<file path="src/rtl/ftg_pkg.sv">
package ftg_pkg;
   // Engine phase: resting after enable drop, or counting a half-period.
   typedef enum logic {
      ENG_REST = 1'b0,
      ENG_RUN  = 1'b1
   } eng_state_e;

   // Round-to-nearest bias for a FRAC_W-bit fraction.
   function automatic int half_lsb_pos(input int frac_w);
      return frac_w - 1;
   endfunction
endpackage

</file>
<file path="src/rtl/ftg_rounder.sv">
module ftg_rounder #(
   parameter int INT_W    = 8,
   parameter int FRAC_W   = 24,
   parameter int CNT_W    = 8,
   parameter int OVERHEAD = 2
) (
   input  logic [INT_W+FRAC_W-1:0]        word_sel,
   input  logic signed [INT_W+FRAC_W-1:0] acc,
   output logic [CNT_W-1:0]               net,
   output logic                           clamp,
   output logic signed [INT_W+FRAC_W-1:0] acc_next
);
   import ftg_pkg::*;

   localparam int WORD_W  = INT_W + FRAC_W;
   localparam int EXT_W   = WORD_W + 2;
   localparam int RAW_W   = EXT_W - FRAC_W;
   localparam int NET_MAX = (1 << CNT_W) - 1;

   logic signed [EXT_W-1:0] w_ext;
   logic signed [EXT_W-1:0] a_ext;
   logic signed [EXT_W-1:0] bias;
   logic signed [EXT_W-1:0] biased;
   logic signed [EXT_W-1:0] acc_sum;
   logic signed [RAW_W-1:0] raw;
   int                      net_wide;

   always_comb begin
      w_ext  = {2'b00, word_sel};
      a_ext  = {{(EXT_W-WORD_W){acc[WORD_W-1]}}, acc};
      bias   = '0;
      bias[half_lsb_pos(FRAC_W)] = 1'b1;
      biased = w_ext - a_ext + bias;
      // arithmetic shift right by FRAC_W: keep the upper bits of the signed sum
      raw    = biased[EXT_W-1:FRAC_W];
      acc_sum = a_ext + {raw, {FRAC_W{1'b0}}} - w_ext;
      acc_next = acc_sum[WORD_W-1:0];

      net_wide = int'(raw) - OVERHEAD;
      clamp    = 1'b0;
      if (net_wide < 1) begin
         net   = CNT_W'(1);
         clamp = 1'b1;
      end else if (net_wide > NET_MAX) begin
         net   = CNT_W'(NET_MAX);
         clamp = 1'b1;
      end else begin
         net   = CNT_W'(net_wide);
      end
   end
endmodule

</file>
<file path="src/rtl/ftg_batch.sv">
module ftg_batch #(
   parameter int WORD_W = 32,
   parameter int BATCH  = 32
) (
   input  logic                     clk,
   input  logic                     rst_n,
   input  logic                     en,
   input  logic                     load,
   input  logic [WORD_W-1:0]        word_in,
   input  logic signed [WORD_W-1:0] acc_next,
   output logic [WORD_W-1:0]        word_sel,
   output logic signed [WORD_W-1:0] acc
);
   localparam int IDX_W = (BATCH > 1) ? $clog2(BATCH) : 1;

   // error accumulator: cleared only by reset or enable drop
   always_ff @(posedge clk or negedge rst_n) begin
      if (!rst_n) begin
         acc <= '0;
      end else if (!en) begin
         acc <= '0;
      end else if (load) begin
         acc <= acc_next;
      end
   end

   generate
      if (BATCH == 1) begin : g_follow
         assign word_sel = word_in;
      end else begin : g_hold
         logic [IDX_W-1:0]  idx;
         logic [WORD_W-1:0] held;
         logic              first;

         assign first    = (idx == '0);
         assign word_sel = first ? word_in : held;

         always_ff @(posedge clk or negedge rst_n) begin
            if (!rst_n) begin
               idx  <= '0;
               held <= '0;
            end else if (!en) begin
               idx  <= '0;
               held <= '0;
            end else if (load) begin
               if (first) begin
                  held <= word_in;
               end
               if (idx == IDX_W'(BATCH - 1)) begin
                  idx <= '0;
               end else begin
                  idx <= idx + 1'b1;
               end
            end
         end
      end
   endgenerate
endmodule

</file>
<file path="src/rtl/ftg_engine.sv">
module ftg_engine #(
   parameter int CNT_W    = 8,
   parameter int OVERHEAD = 2,
   parameter bit DEBUG_EN = 1'b1
) (
   input  logic             clk,
   input  logic             rst_n,
   input  logic             en,
   input  logic [CNT_W-1:0] net,
   output logic             load,
   output logic             wave,
   output logic [CNT_W-1:0] half_cnt
);
   import ftg_pkg::*;

   localparam int CD_W = CNT_W + 1;

   eng_state_e       state;
   logic [CD_W-1:0]  cd;

   // a new half-period starts on the first enabled edge and whenever the countdown ends
   assign load = en && ((state == ENG_REST) || (cd == '0));

   always_ff @(posedge clk or negedge rst_n) begin
      if (!rst_n) begin
         state <= ENG_REST;
         cd    <= '0;
         wave  <= 1'b0;
      end else if (!en) begin
         state <= ENG_REST;
         cd    <= '0;
         wave  <= 1'b0;
      end else if (load) begin
         state <= ENG_RUN;
         cd    <= CD_W'(net) + CD_W'(OVERHEAD - 1);
         wave  <= ~wave;
      end else begin
         cd    <= cd - 1'b1;
      end
   end

   generate
      if (DEBUG_EN) begin : g_dbg
         always_ff @(posedge clk or negedge rst_n) begin
            if (!rst_n) begin
               half_cnt <= '0;
            end else if (!en) begin
               half_cnt <= '0;
            end else if (load) begin
               half_cnt <= net;
            end
         end
      end else begin : g_nodbg
         assign half_cnt = '0;
      end
   endgenerate
endmodule

</file>
<file path="src/rtl/frac_toggle_gen.sv">
module frac_toggle_gen #(
   parameter int INT_W    = 8,
   parameter int FRAC_W   = 24,
   parameter int CNT_W    = 8,
   parameter int BATCH    = 32,
   parameter int OVERHEAD = 2,
   parameter bit DEBUG_EN = 1'b1
) (
   input  logic                    clk,
   input  logic                    rst_n,
   input  logic                    en,
   input  logic [INT_W+FRAC_W-1:0] word,
   output logic                    wave,
   output logic [CNT_W-1:0]        half_cnt,
   output logic                    clamp_flag
);
   localparam int WORD_W = INT_W + FRAC_W;

   generate
      if (OVERHEAD < 1 || OVERHEAD >= (1 << CNT_W)) begin : g_bad_ovh
         $error("OVERHEAD must lie in 1 .. 2**CNT_W-1");
      end
      if (FRAC_W < 2 || INT_W < 1) begin : g_bad_fmt
         $error("word format needs INT_W >= 1 and FRAC_W >= 2");
      end
      if (CNT_W > INT_W + 1) begin : g_bad_cnt
         $error("CNT_W may exceed INT_W by at most one bit");
      end
      if (BATCH < 1) begin : g_bad_batch
         $error("BATCH must be at least 1");
      end
   endgenerate

   logic [WORD_W-1:0]        word_sel;
   logic signed [WORD_W-1:0] acc;
   logic signed [WORD_W-1:0] acc_next;
   logic [CNT_W-1:0]         net;
   logic                     clamp;
   logic                     load;

   ftg_batch #(.WORD_W(WORD_W), .BATCH(BATCH)) u_batch (
      .clk(clk), .rst_n(rst_n), .en(en), .load(load),
      .word_in(word), .acc_next(acc_next),
      .word_sel(word_sel), .acc(acc)
   );

   ftg_rounder #(.INT_W(INT_W), .FRAC_W(FRAC_W), .CNT_W(CNT_W), .OVERHEAD(OVERHEAD)) u_round (
      .word_sel(word_sel), .acc(acc),
      .net(net), .clamp(clamp), .acc_next(acc_next)
   );

   ftg_engine #(.CNT_W(CNT_W), .OVERHEAD(OVERHEAD), .DEBUG_EN(DEBUG_EN)) u_eng (
      .clk(clk), .rst_n(rst_n), .en(en), .net(net),
      .load(load), .wave(wave), .half_cnt(half_cnt)
   );

   // sticky clamp record, cleared by reset only
   always_ff @(posedge clk or negedge rst_n) begin
      if (!rst_n) begin
         clamp_flag <= 1'b0;
      end else if (load && clamp) begin
         clamp_flag <= 1'b1;
      end
   end
endmodule

</file>
<file path="config.mk">
export PLATFORM = sky130hd
export DESIGN_NAME = frac_toggle_gen
export DESIGN_NICKNAME = d
export VERILOG_FILES = /design/src/rtl/ftg_pkg.sv /design/src/rtl/ftg_rounder.sv /design/src/rtl/ftg_batch.sv /design/src/rtl/ftg_engine.sv /design/src/rtl/frac_toggle_gen.sv
export SDC_FILE = /design/constraint.sdc
export NUM_CORES = 1
export LEC_CHECK = 0
export BUFFER_PORTS_ARGS = -buffer_cell sky130_fd_sc_hd__buf_2
export CAP_MARGIN = 20
export CORE_MARGIN = 2
export CORE_UTILIZATION = 60
export DETAILED_ROUTE_END_ITERATION = 10
export GPL_TIMING_DRIVEN = 0
export PLACE_DENSITY = 0.78
export SKIP_LAST_GASP = 1
export SLEW_MARGIN = 15
export SYNTH_ARGS = -nofsm -noshare
export SYNTH_HDL_FRONTEND = slang
export SYNTH_SLANG_ARGS = --single-unit
</file>
<file path="constraint.sdc">
create_clock -name clk -period 7.5 [get_ports clk]
set_clock_uncertainty 0.15 [all_clocks]
set_input_delay 0.75 -clock clk [delete_from_list [all_inputs] [get_ports clk]]
set_output_delay 0.75 -clock clk [all_outputs]
set_load 0.005 [all_outputs]
</file>
==> reports/summary.md, run 1 <==
The global-route usage over all layers is 30.53%, and the required time reported for the critical path endpoint is 7.55 ns. The share of the Yosys chip area taken by registers is 25.62%. During synthesis, Yosys emitted a total of 0 warnings.

The tool flagged a number of max-cap violations equal to 0. The worst setup path is captured at a flop. The worst path uses 94.64% of the clock period.

The number of cells produced by synthesis was 1,048; the number of DRC violations after detailed-routing iteration 0 was 573. Summing all flip-flop and latch instances after layout gives 0.002227 mm2. The most used flip-flop cell after synthesis is sky130_fd_sc_hd__dfrtp_1. The simple-gate portion of the synthesized area was 17.53%; the sum of net half-perimeters after detailed placement was 17,610 um. After synthesis, the share of cell area in mux cells is 4.317%.

The region available for standard cell placement spans 0.01404 mm2. The congestion estimate from routability-driven global placement came to 0.9715. The synthesized netlist occupies a cell area of 0.008695 mm2. For this block, the via count after detailed routing is 7,936. The synthesized netlist contains 82 unique library cells. Entering global routing, the biggest net connects 55 pins.

The worst hold path belongs to the class in2async. In this run the tool buffered the top-level ports with 44 buffer cells. The average instance area after synthesis was 8.296 um2; the net count after synthesis was 1,191. The filler cells instantiated in the layout total 1,204. Cells fill 67.68% of the core in the end. For the first-pass iteration count of the detailed router, the log shows 5. Once the floorplan was initialized, standard cells occupied 61.92% of the core. The total routed wirelength was 23,010 um.

Excluding fillers, the count of instances in the completed layout stands at 1,289. The multi-input combinational cells in the finished layout cover a total of 0.005928 mm2. The number of buffers on the longest clock path came out at 2. The run gives 43 as the placement row count.

Post-CTS repair changed the size of 2 cells. The final-report max-slew violation count was 0; the number of buffers created by CTS was 9. Summing the areas of all xor and xnor instances in the mapped netlist gives 6.102% of the synthesized area. Worst-margin pin slew: 0.8510 ns. The first global-routing pass estimated 38,250 um of wire. Counting every sink on the clock net gives 89. The share of synthesized area in the top cell type comes to 25.62%. Of all nets on the critical path, the largest fanout is 10. The later pin in the worst-skew pair is clocked with a latency of 0.36 ns. The tools report the final net count as 1,247. The post-route netlist has 9.558% of its cells at a drive strength greater than 1. The number of placed instances, taps included, is 1,274. From synthesis to final layout, the design area changed by 9.311%. The run finished with clean final reports.

The worst setup path is launched from a flop. The worst slew slack as a fraction of its limit came out at 43.26%. The clock-pin slew on the worst setup and hold paths came out at 0.08 ns. The antenna cell count was 0; the count of state elements after synthesis was 89. The share of synthesized cell area in full adder, half adder and majority cells is 17.43%, and the number of setup buffers added after CTS is 0. Setup violations remaining at the end of the flow were counted as 0.

The worst setup path is of the reg2reg kind. The tools report the number of global-route vias before repair as 7,646. Setup repair after global routing left no endpoint under its margin. In the routed layout, each cell is associated on average with a via count of 6.157. Leaving out fill and tap cells, the most frequent cells in the layout are sky130_fd_sc_hd__nor2_1 (115), sky130_fd_sc_hd__ha_1 (101), sky130_fd_sc_hd__inv_1 (91).

After synthesis, the share of flip-flops with an asynchronous set or reset is 100.0%. After synthesis, the largest family of logic cells by area is compound AO/OA/AOI/OAI gates. The die covers 0.01547 mm2. The die width works out to 124.4 um. For this design the top-level I/O count stands at 45.

The aggregate global routing overflow was 0; the number of antenna violations at the first check in global routing was 0. TritonCTS built the clock tree. For this run, design rule violations remaining after detail routing come to 0. The shortest period the worst path allows was 7.098 ns; the routed wire length per instance was 17.85 um.

The count of flip-flops with a built-in enable after synthesis was 0; the final count of hold timing violations was 0. Leaving out fill and tap cells, the most frequent cell in the layout is sky130_fd_sc_hd__nor2_1. The tree is rooted in a sky130_fd_sc_hd__clkbuf_16.

The compound-cell area share of the yosys netlist was 22.65%; the die outline height was 124.4 um. STA puts the critical path data arrival time at 7.15 ns. Derived from the worst setup path, the maximum achievable clock frequency is 0.1409 GHz.

The synthesized design spends more area on one cell type than any other, namely sky130_fd_sc_hd__dfrtp_1. Ranked by total cell area, the synthesized netlist is headed by sky130_fd_sc_hd__dfrtp_1 (26%), sky130_fd_sc_hd__ha_1 (15%), sky130_fd_sc_hd__nor2_1 (5.0%), sky130_fd_sc_hd__a211oi_1 (4.3%), sky130_fd_sc_hd__a21oi_1 (4.1%). The total of hold buffers inserted after clock tree synthesis is 0.

The logs give 3 for the H-tree depth and 0 for the remaining number of nets flagged by the antenna check after routing.
-- worst max-delay path, cell delays in order, from the launching register on --
cell and delay (ns):
sky130_fd_sc_hd__dfrtp_1 0.44, sky130_fd_sc_hd__inv_1 0.09, sky130_fd_sc_hd__ha_1 0.14, sky130_fd_sc_hd__nor4b_2 0.47
sky130_fd_sc_hd__clkbuf_4 0.44, sky130_fd_sc_hd__mux2i_1 0.35, sky130_fd_sc_hd__inv_1 0.08, sky130_fd_sc_hd__ha_1 0.32
sky130_fd_sc_hd__ha_1 0.38, sky130_fd_sc_hd__nand2_1 0.14, sky130_fd_sc_hd__nor4_2 0.45, sky130_fd_sc_hd__a21bo_2 0.30
sky130_fd_sc_hd__a211oi_2 0.14, sky130_fd_sc_hd__nor2_1 0.13, sky130_fd_sc_hd__xnor2_2 0.26, sky130_fd_sc_hd__fa_1 0.47
sky130_fd_sc_hd__ha_1 0.35, sky130_fd_sc_hd__nand4_1 0.18, sky130_fd_sc_hd__or4_1 0.56, sky130_fd_sc_hd__o22ai_1 0.24
sky130_fd_sc_hd__o21ai_0 0.26, sky130_fd_sc_hd__o22ai_1 0.25, sky130_fd_sc_hd__mux2i_1 0.20, sky130_fd_sc_hd__o311ai_0 0.15
-- metal layers --
layer | share of wire (%) | track usage, % | wire, um | vias to the layer above
met5 | 0 | 0 | 0 | -
met4 | 4.3 | 14.74 | 982 | 0
met3 | 6.1 | 4.467 | 1401 | 56
met2 | 45 | 48.41 | 10420 | 251
met1 | 44 | 41.01 | 10210 | 3760
li1 | - | - | - | 3869
-- cells in the mapped netlist, types with 8 or more instances --
library cell               number
sky130_fd_sc_hd__ha_1         101
sky130_fd_sc_hd__a21o_1        17
sky130_fd_sc_hd__nand3_1       17
sky130_fd_sc_hd__or3_1          8
sky130_fd_sc_hd__a31oi_1       10
sky130_fd_sc_hd__clkbuf_1      40
sky130_fd_sc_hd__and2_1        10
sky130_fd_sc_hd__nor3_1        24
sky130_fd_sc_hd__o21ai_0       45
sky130_fd_sc_hd__xor2_1        26
sky130_fd_sc_hd__a211oi_1      50
sky130_fd_sc_hd__nand2_1       75
sky130_fd_sc_hd__or2_2         10
sky130_fd_sc_hd__xnor2_1       32
sky130_fd_sc_hd__mux2i_1       33
sky130_fd_sc_hd__a21oi_1       71
sky130_fd_sc_hd__inv_1         91
sky130_fd_sc_hd__maj3_1        10
sky130_fd_sc_hd__o21a_1        11
sky130_fd_sc_hd__nor2_1       115
sky130_fd_sc_hd__nor4_1         8
sky130_fd_sc_hd__dfrtp_1       89
-- flip-flops by register name, summed over array words and instances, names as in the netlist --
signal / count
u_batch.acc: 32
u_batch.g_hold.held: 32
u_eng.cd: 9
u_eng.half_cnt: 8
u_batch.g_hold.idx: 5
clamp_flag: 1
u_eng.state: 1
u_eng.wave: 1
-- path summary, 6_finish.rpt --
check	startpoint	endpoint	cells past startpoint	slack [ns]
worst min-delay path	rst_n	u_batch.acc[14]	1	0.20
min in group clk	clamp_flag	clamp_flag	1	0.33
worst min register to register	clamp_flag	clamp_flag	1	0.33
worst max register to register	u_batch.g_hold.idx[0]	u_batch.acc[30]	23	0.40
worst max-delay path	u_batch.g_hold.idx[0]	u_batch.acc[30]	23	0.40
max in group asynchronous	rst_n	u_batch.g_hold.held[7]	2	6.30
-- final cells by class --
| class | instances | area share, % |
|---|---|---|
| Timing Repair Buffer | 46 | 2.712 |
| Tap cell | 180 | 2.370 |
| Clock inverter | 7 | 0.8820 |
| Buffer | 47 | 2.225 |
| Clock buffer | 9 | 2.370 |
| Sequential cell | 89 | 23.43 |
| Inverter | 92 | 3.633 |
| Multi-Input combinational cell | 819 | 62.37 |
-- logic make-up (layout without fill, tap and decap cells) --
family	after synthesis	in the layout
compound gates	288	288
fa+ha+maj	119	119
buf+inv	140	201
simple gates	316	316
xor+xnor	59	59
flops	89	89
mux	37	37
-- metrics by stage --
step	cell area (um2)	hold WS, ns	setup TNS [ns]	setup WS (ns)
after floorplan	8695	0.3044	0	1.064
after global placement	9140	0.3168	-1.945	-0.4709
after detailed placement	9175	0.3152	-0.3486	-0.2057
after CTS	9483	0.2203	0	0.03597
after global routing	9504	0.2414	0	0.07230
final	9504	0.2033	0	0.4017
Power of run 1 is not shown: default switching activity piles up to over one toggle a cycle in this logic, so the estimate is an artifact.
==> inputs of run 2 (changes only) <==
--- a/config.mk
+++ b/config.mk
@@ -7,7 +7,7 @@
 export LEC_CHECK = 0
 export BUFFER_PORTS_ARGS = -buffer_cell sky130_fd_sc_hd__buf_2
 export CAP_MARGIN = 20
-export CORE_MARGIN = 2
+export CORE_MARGIN = 8
 export CORE_UTILIZATION = 60
 export DETAILED_ROUTE_END_ITERATION = 10
 export GPL_TIMING_DRIVEN = 0
==> run 2 against run 1 <==
  * Cell area decreased by 0.28%
  * Die area increased by 20%
  * First-iteration DRC count increased by 5.8%
  * Global-route usage decreased by 4.0 points
  * Critical path depth unchanged
  * Count of clock-buffer cells in the layout increased by 1
  * Final cell count increased by 0.31%
  * Critical endpoint unchanged
==> reports/summary.md, run 2 (synthesis results as in run 1) <==
Critical path launch point type: a flop. The most common cell after layout, fill and taps aside is sky130_fd_sc_hd__nor2_1. Clock tree synthesis selected as its root buffer the cell sky130_fd_sc_hd__clkbuf_16.

The remaining number of nets flagged by the antenna check after routing was 0 (unchanged). The number of failing setup endpoints in the final timing report is 0 (unchanged). Largest net degree at the start of global routing: 47 (-15%). The endpoint of the lowest-slack register-to-register path was u_batch.acc[30].

The worst slew slack as a fraction of its limit is 42.14% (-1.1 points), and the critical path arrival is 7.26 ns (+0.11 ns). The total routed wirelength is 23,690 um (+2.9%). The total I/O pin count was 45 (unchanged); the area of all placed cells without fillers was 0.009478 mm2 (-0.28%). The number of clock sinks is 89 (unchanged), and the die width is 136.4 um (+9.6%). STA classifies the critical path endpoint as a flop. Number of global-route vias before repair: 7,768 (+1.6%). The shortest period the worst path allows was 7.199 ns (+0.1011 ns). Setup repair after global routing could not meet its margin everywhere. The clock network latency to the later pin of the worst-skew pair was 0.37 ns (about the same); the total of fill cells in the finished design was 1,212 (+0.66%). The run finished with clean final reports. The run gives 0.01437 mm2 (+2.3%) as the total core area. The die outline height is 136.4 um (+9.6%).

The tools report the global-route usage over all layers as 26.55% (-4.0 points). The critical path ends at u_batch.acc[30]. H-tree depth: 3 (unchanged). The peak fanout along the critical path was 10 (unchanged); the wire length of the first global-routing pass was 38,920 um (+1.7%). The top cell types in the final layout, fill and taps aside, are sky130_fd_sc_hd__nor2_1 (115), sky130_fd_sc_hd__ha_1 (101), sky130_fd_sc_hd__inv_1 (91). The run gives 0.9606 (-1.1%) as the final RePlAce weighted congestion. The tools report the antenna cell count as 0 (unchanged). The final-report max-slew violation count came out at 0 (unchanged). The run gives 60.51% (-1.4 points) as the starting utilization of the core area. The worst-margin pin slew works out to 0.8679 ns (+0.01683 ns). In this run the critical register-to-register path is launched from u_batch.g_hold.idx[0]. Highest clock rate: 0.1389 GHz (-1.4%). In the final layout, the registers with the most flip-flops are u_batch.acc: 32 flops, u_batch.g_hold.held: 32 flops, u_eng.cd: 9 flops.

Total of hold buffers inserted after clock tree synthesis: 0 (unchanged). The number of setup buffers added after CTS is 0 (unchanged). The number of antenna violations at the first check in global routing came out at 0 (unchanged). The first-pass iteration count of the detailed router was 5 (unchanged). The startpoint-to-endpoint class of the critical path was reg2reg.

In this run the worst setup path begins at u_batch.g_hold.idx[0]. TritonCTS built the clock tree. Average vias per placed instance: 6.077 (-1.3%). For the placement row count, the log shows 44 (+2.3%).

The tools report the total of max-cap violations as 0 (unchanged). The number of buffer cells added on primary ports is 44 (unchanged), and the number of cells on the worst reg-to-reg path is 23 (unchanged). The required time reported for the critical path endpoint was 7.56 ns (about the same).

The number of buffers on the longest clock path came out at 2 (unchanged). The post-route clock period utilization was 95.99% (+1.3 points); the final net count was 1,247 (unchanged). For the final count of hold timing violations, the log shows 0 (unchanged).

The sum of net half-perimeters after detailed placement is 18,120 um (+2.9%), and the overall via count from detail_route is 7,858 (-0.98%). Post-placement cell area: 0.009181 mm2 (about the same). The minimum setup slack among reg-to-reg paths came out at 0.30 ns (-0.10 ns). The synthesis-to-layout area growth came out at 9.008%. The clock-pin slew on the worst setup and hold paths was 0.07 ns (about the same). The die outline area was 0.01860 mm2 (+20%); the routed wire length per instance was 18.32 um (+2.6%).

The tools report the number of DRC violations after detailed-routing iteration 0 as 606 (+5.8%). The number of buffers created by CTS is 9 (unchanged), and the fraction of final layout cells with drive strength greater than 1 is 9.378% (-0.18 points). For the number of remaining DRC errors, the log shows 0 (unchanged). The tightest min-delay check is of the in2async type. Aggregate global routing overflow: 0 (unchanged).
run 2: timing repair:
| action | 4_1_cts | 5_1_grt |
|---|---|---|
| gates resized for setup | 2 | 9 |
| hold endpoints to repair | 0 | 0 |
| setup endpoints to repair | 2 | 10 |
run 2: layer usage:
layer	up-vias	routed length, um	global-route usage (%)
li1	3871	-	-
met4	0	616	8.847
met2	237	11050	43.58
met5	-	0	0
met3	39	1566	5.617
met1	3711	10450	34.01
run 2: area by class of cell:
cell class                 count  area (um2)  area share (%)
clock buffer                  10       229.0           2.416
tap                          184       230.2           2.429
sequential                    89        2227           23.50
timing repair buffer          45       250.2           2.640
buffer                        48       216.5           2.284
multi-input combinational    819        5929           62.56
clock inverter                 6       50.05          0.5281
inverter                      92       345.3           3.644
run 2: worst max-delay path: stages (launching register included):
cell and delay [ns]:
sky130_fd_sc_hd__dfrtp_1 0.43, sky130_fd_sc_hd__inv_1 0.08, sky130_fd_sc_hd__ha_1 0.14, sky130_fd_sc_hd__nor4b_4 0.39, sky130_fd_sc_hd__clkbuf_4 0.40, sky130_fd_sc_hd__mux2i_1 0.36
sky130_fd_sc_hd__inv_1 0.09, sky130_fd_sc_hd__ha_1 0.32, sky130_fd_sc_hd__ha_1 0.41, sky130_fd_sc_hd__nand4_1 0.18, sky130_fd_sc_hd__nor4_2 0.45, sky130_fd_sc_hd__a21bo_2 0.30
sky130_fd_sc_hd__a211oi_2 0.14, sky130_fd_sc_hd__nor2_1 0.12, sky130_fd_sc_hd__xnor2_1 0.36, sky130_fd_sc_hd__fa_1 0.49, sky130_fd_sc_hd__ha_1 0.34, sky130_fd_sc_hd__nand4_1 0.18
sky130_fd_sc_hd__or4_1 0.56, sky130_fd_sc_hd__o22ai_1 0.27, sky130_fd_sc_hd__o21ai_0 0.23, sky130_fd_sc_hd__o22ai_1 0.28, sky130_fd_sc_hd__mux2i_1 0.21, sky130_fd_sc_hd__o311ai_0 0.15
run 2: metrics by stage:
step	cells	setup TNS [ns]	hold WS, ns	setup WS [ns]	util, %
6_report	1293	0	0.2389	0.3006	65.96
5_1_grt	1293	-0.03272	0.2986	-0.03272	65.96
4_1_cts	1293	0	0.2595	0.02793	65.86
3_5_place_dp	1277	-0.2808	0.3254	-0.1645	63.90
3_3_place_gp	1276	-2.881	0.3182	-0.5471	63.65
2_1_floorplan	1048	0	0.3044	1.064	-
run 2: worst min path at each step:
stage,endpoint,slack [ns],cells after the start
after floorplan,clamp_flag,0.30,0
after global placement,clamp_flag,0.32,1
after detailed placement,clamp_flag,0.33,1
after CTS,u_batch.acc[13],0.26,1
after global routing,u_batch.acc[13],0.30,1
final,u_batch.acc[13],0.24,1
Power of run 2 is left out for the same reason.
==> inputs of run 3 (changes only) <==
--- a/config.mk
+++ b/config.mk
@@ -6,7 +6,6 @@
 export NUM_CORES = 1
 export LEC_CHECK = 0
 export BUFFER_PORTS_ARGS = -buffer_cell sky130_fd_sc_hd__buf_2
-export CAP_MARGIN = 20
 export CORE_MARGIN = 8
 export CORE_UTILIZATION = 60
 export DETAILED_ROUTE_END_ITERATION = 10
==> constraint.sdc (replaced) <==
create_clock -name clk -period 8 [get_ports clk]
set_clock_uncertainty 0.15 [all_clocks]
set_input_delay 0.8 -clock clk [delete_from_list [all_inputs] [get_ports clk]]
set_output_delay 0.8 -clock clk [all_outputs]
set_load 0.005 [all_outputs]
==> run 3 against run 2 <==
  * Register-to-register slack better by 0.17 ns
  * Die area stayed put
  * Critical path depth down 1
  * Critical path type unchanged
  * Critical endpoint unchanged
  * Largest cell class unchanged
==> reports/summary.md, run 3 (synthesis results as in run 1) <==
The worst setup path is of the reg2reg kind. The antenna cell count is 0 (unchanged), and the post-placement cell area is 0.009181 mm2 (unchanged). The worst-margin pin slew came out at 0.8956 ns (+0.02770 ns).

The highest clock rate is 0.1329 GHz (-4.3%), and the worst slew slack as a fraction of its limit is 40.30% (-1.8 points). The largest net degree at the start of global routing came out at 47 (unchanged). The die width is 136.4 um (unchanged), and the first-pass iteration count of the detailed router is 7 (+2).

Setup repair after global routing left no endpoint under its margin. The wire length of the first global-routing pass is 38,920 um (unchanged), and the remaining number of nets flagged by the antenna check after routing is 0 (unchanged). The post-route clock period utilization is 94.08% (-1.9 points), and the cell total after placement is 1,277 (unchanged). STA classifies the critical path startpoint as a flop. The final count of hold timing violations is 0 (unchanged), and the final standard cell utilization of the core is 65.86% (-0.10 points). TritonCTS built the clock tree. The run gives 0.9606 (unchanged) as the final RePlAce weighted congestion. The run gives 45 (unchanged) as the total I/O pin count. The aggregate global routing overflow was 0 (unchanged).

Leaving out fill and tap cells, the most frequent cell in the layout is sky130_fd_sc_hd__nor2_1. The logs give 7,909 (+0.65%) for the overall via count from detail_route and 60.51% (unchanged) for the starting utilization of the core area. The run gives 8.06 ns (+0.50 ns) as the required time reported for the critical path endpoint. In the layout the commonest cells are sky130_fd_sc_hd__nor2_1 (115), sky130_fd_sc_hd__ha_1 (101), sky130_fd_sc_hd__inv_1 (91). The total routed wirelength was 23,710 um (+0.10%). The run finished with clean final reports. The tools report the final net count as 1,247 (unchanged). The critical path arrival is 7.59 ns (+0.33 ns), and the die outline height is 136.4 um (unchanged).

The run gives 554 (-8.6%) as the number of DRC violations after detailed-routing iteration 0. The fraction of final layout cells with drive strength greater than 1 is 9.288% (-0.090 points). Clock network latency to the later pin of the worst-skew pair: 0.37 ns (about the same). The number of failing setup endpoints in the final timing report is 0 (unchanged), and the routed wire length per instance is 18.34 um (+0.10%).

The root buffer cell chosen for the clock tree is sky130_fd_sc_hd__clkbuf_16. The placement row count came out at 44 (unchanged). Global-route usage over all layers: 26.55% (unchanged). The average vias per placed instance is 6.117 (+0.65%).

The total of hold buffers inserted after clock tree synthesis came out at 0 (unchanged). The tools report the area of all placed cells without fillers as 0.009463 mm2 (-0.16%). For the total of max-cap violations, the log shows 0 (unchanged). The number of remaining DRC errors was 0 (unchanged).

The area growth from synthesis to layout is 8.836%. STA classifies the critical path endpoint as a flop. For the H-tree depth, the log shows 3 (unchanged). The clock-pin slew on the worst setup and hold paths is 0.07 ns (about the same), and the number of buffers on the longest clock path is 2 (unchanged). The number of antenna violations at the first check in global routing was 0 (unchanged); the die outline area was 0.01860 mm2 (unchanged). The number of buffers created by CTS is 9 (unchanged), and the peak fanout along the critical path is 10 (unchanged). The final-report max-slew violation count came out at 0 (unchanged). The tools report the sum of net half-perimeters after detailed placement as 18,120 um (unchanged).

Shortest period the worst path allows: 7.526 ns (+0.3268 ns). For the number of standard cells in the layout, taps in and fillers out, the log shows 1,293 (unchanged). The largest registers in the layout are u_batch.acc: 32 flops, u_batch.g_hold.held: 32 flops, u_eng.cd: 9 flops. The number of clock sinks is 89 (unchanged). The number of buffer cells added on primary ports was 44 (unchanged). The total core area is 0.01437 mm2 (unchanged).

The path class of the tightest hold or removal check is in2async. The run gives 1,212 (unchanged) as the total of fill cells in the finished design. Number of global-route vias before repair: 7,768 (unchanged).
## run 3: cell count changes in the layout (fill, tap and decap cells not counted)
cell / previous run / this run
sky130_fd_sc_hd__nor4b_4: 1 / 0
sky130_fd_sc_hd__nor4b_2: 0 / 1
sky130_fd_sc_hd__clkbuf_2: 1 / 2
sky130_fd_sc_hd__clkbuf_4: 2 / 0
sky130_fd_sc_hd__clkbuf_1: 38 / 39
## run 3: final cells by class
cell class / instances / area (um2) / share of cell area (%)
repair buffers: 45 / 250.2 / 2.644
well taps: 184 / 230.2 / 2.433
flip-flops and latches: 89 / 2227 / 23.54
inverters: 92 / 345.3 / 3.649
clock buffers: 10 / 229.0 / 2.420
plain buffers: 48 / 210.2 / 2.221
multi-input cells: 819 / 5921 / 62.57
clock inverters: 6 / 50.05 / 0.5289
## run 3: repair_timing
action                                  CTS  global route
hold endpoints to repair                  0             0
endpoints found under the setup margin    0             4
setup buffers                             0             0
resized for setup                         0             8
## run 3: layer usage
metal	vias to the layer above	share of wire, %	track usage (%)
met5	-	0	0
li1	3878	-	-
met2	242	47	43.58
met4	0	2.4	8.847
met1	3750	45	34.01
met3	39	6.4	5.617
## run 3: worst paths after layout
path | from | endpoint | slack [ns] | cells past startpoint
worst min register to register | clamp_flag | clamp_flag | 0.34 | 1
worst min-delay path | rst_n | u_batch.acc[13] | 0.29 | 1
min in group clk | clamp_flag | clamp_flag | 0.34 | 1
worst max register to register | u_batch.g_hold.idx[0] | u_batch.acc[30] | 0.47 | 22
worst max-delay path | u_batch.g_hold.idx[0] | u_batch.acc[30] | 0.47 | 22
max in group asynchronous | rst_n | u_batch.acc[28] | 6.76 | 2
## run 3: critical path, cell delays in order (launching register included)
cell and delay (ns):
sky130_fd_sc_hd__dfrtp_1 0.43, sky130_fd_sc_hd__inv_1 0.08, sky130_fd_sc_hd__ha_1 0.14, sky130_fd_sc_hd__nor4b_2 0.58, sky130_fd_sc_hd__clkbuf_1 0.71, sky130_fd_sc_hd__mux2i_1 0.43
sky130_fd_sc_hd__inv_1 0.09, sky130_fd_sc_hd__ha_1 0.38, sky130_fd_sc_hd__ha_1 0.38, sky130_fd_sc_hd__a21o_1 0.18, sky130_fd_sc_hd__a221oi_1 0.41, sky130_fd_sc_hd__nand2_1 0.10
sky130_fd_sc_hd__nor2_1 0.31, sky130_fd_sc_hd__xnor2_1 0.27, sky130_fd_sc_hd__fa_1 0.49, sky130_fd_sc_hd__ha_1 0.34, sky130_fd_sc_hd__nand4_1 0.18, sky130_fd_sc_hd__or4_1 0.56
sky130_fd_sc_hd__o22ai_1 0.27, sky130_fd_sc_hd__o21ai_0 0.23, sky130_fd_sc_hd__o22ai_1 0.28, sky130_fd_sc_hd__mux2i_1 0.21, sky130_fd_sc_hd__o311ai_0 0.15
## run 3: through the flow
step	TNS, ns	setup WS (ns)	hold slack, ns
floorplan	0	1.564	0.3178
global placement	-0.04705	-0.04705	0.3182
detailed placement	0	0.3355	0.3254
CTS	0	0.2659	0.3095
global route	0	0.006463	0.3486
finish	0	0.4738	0.2890
Power of run 3 is left out for the same reason.
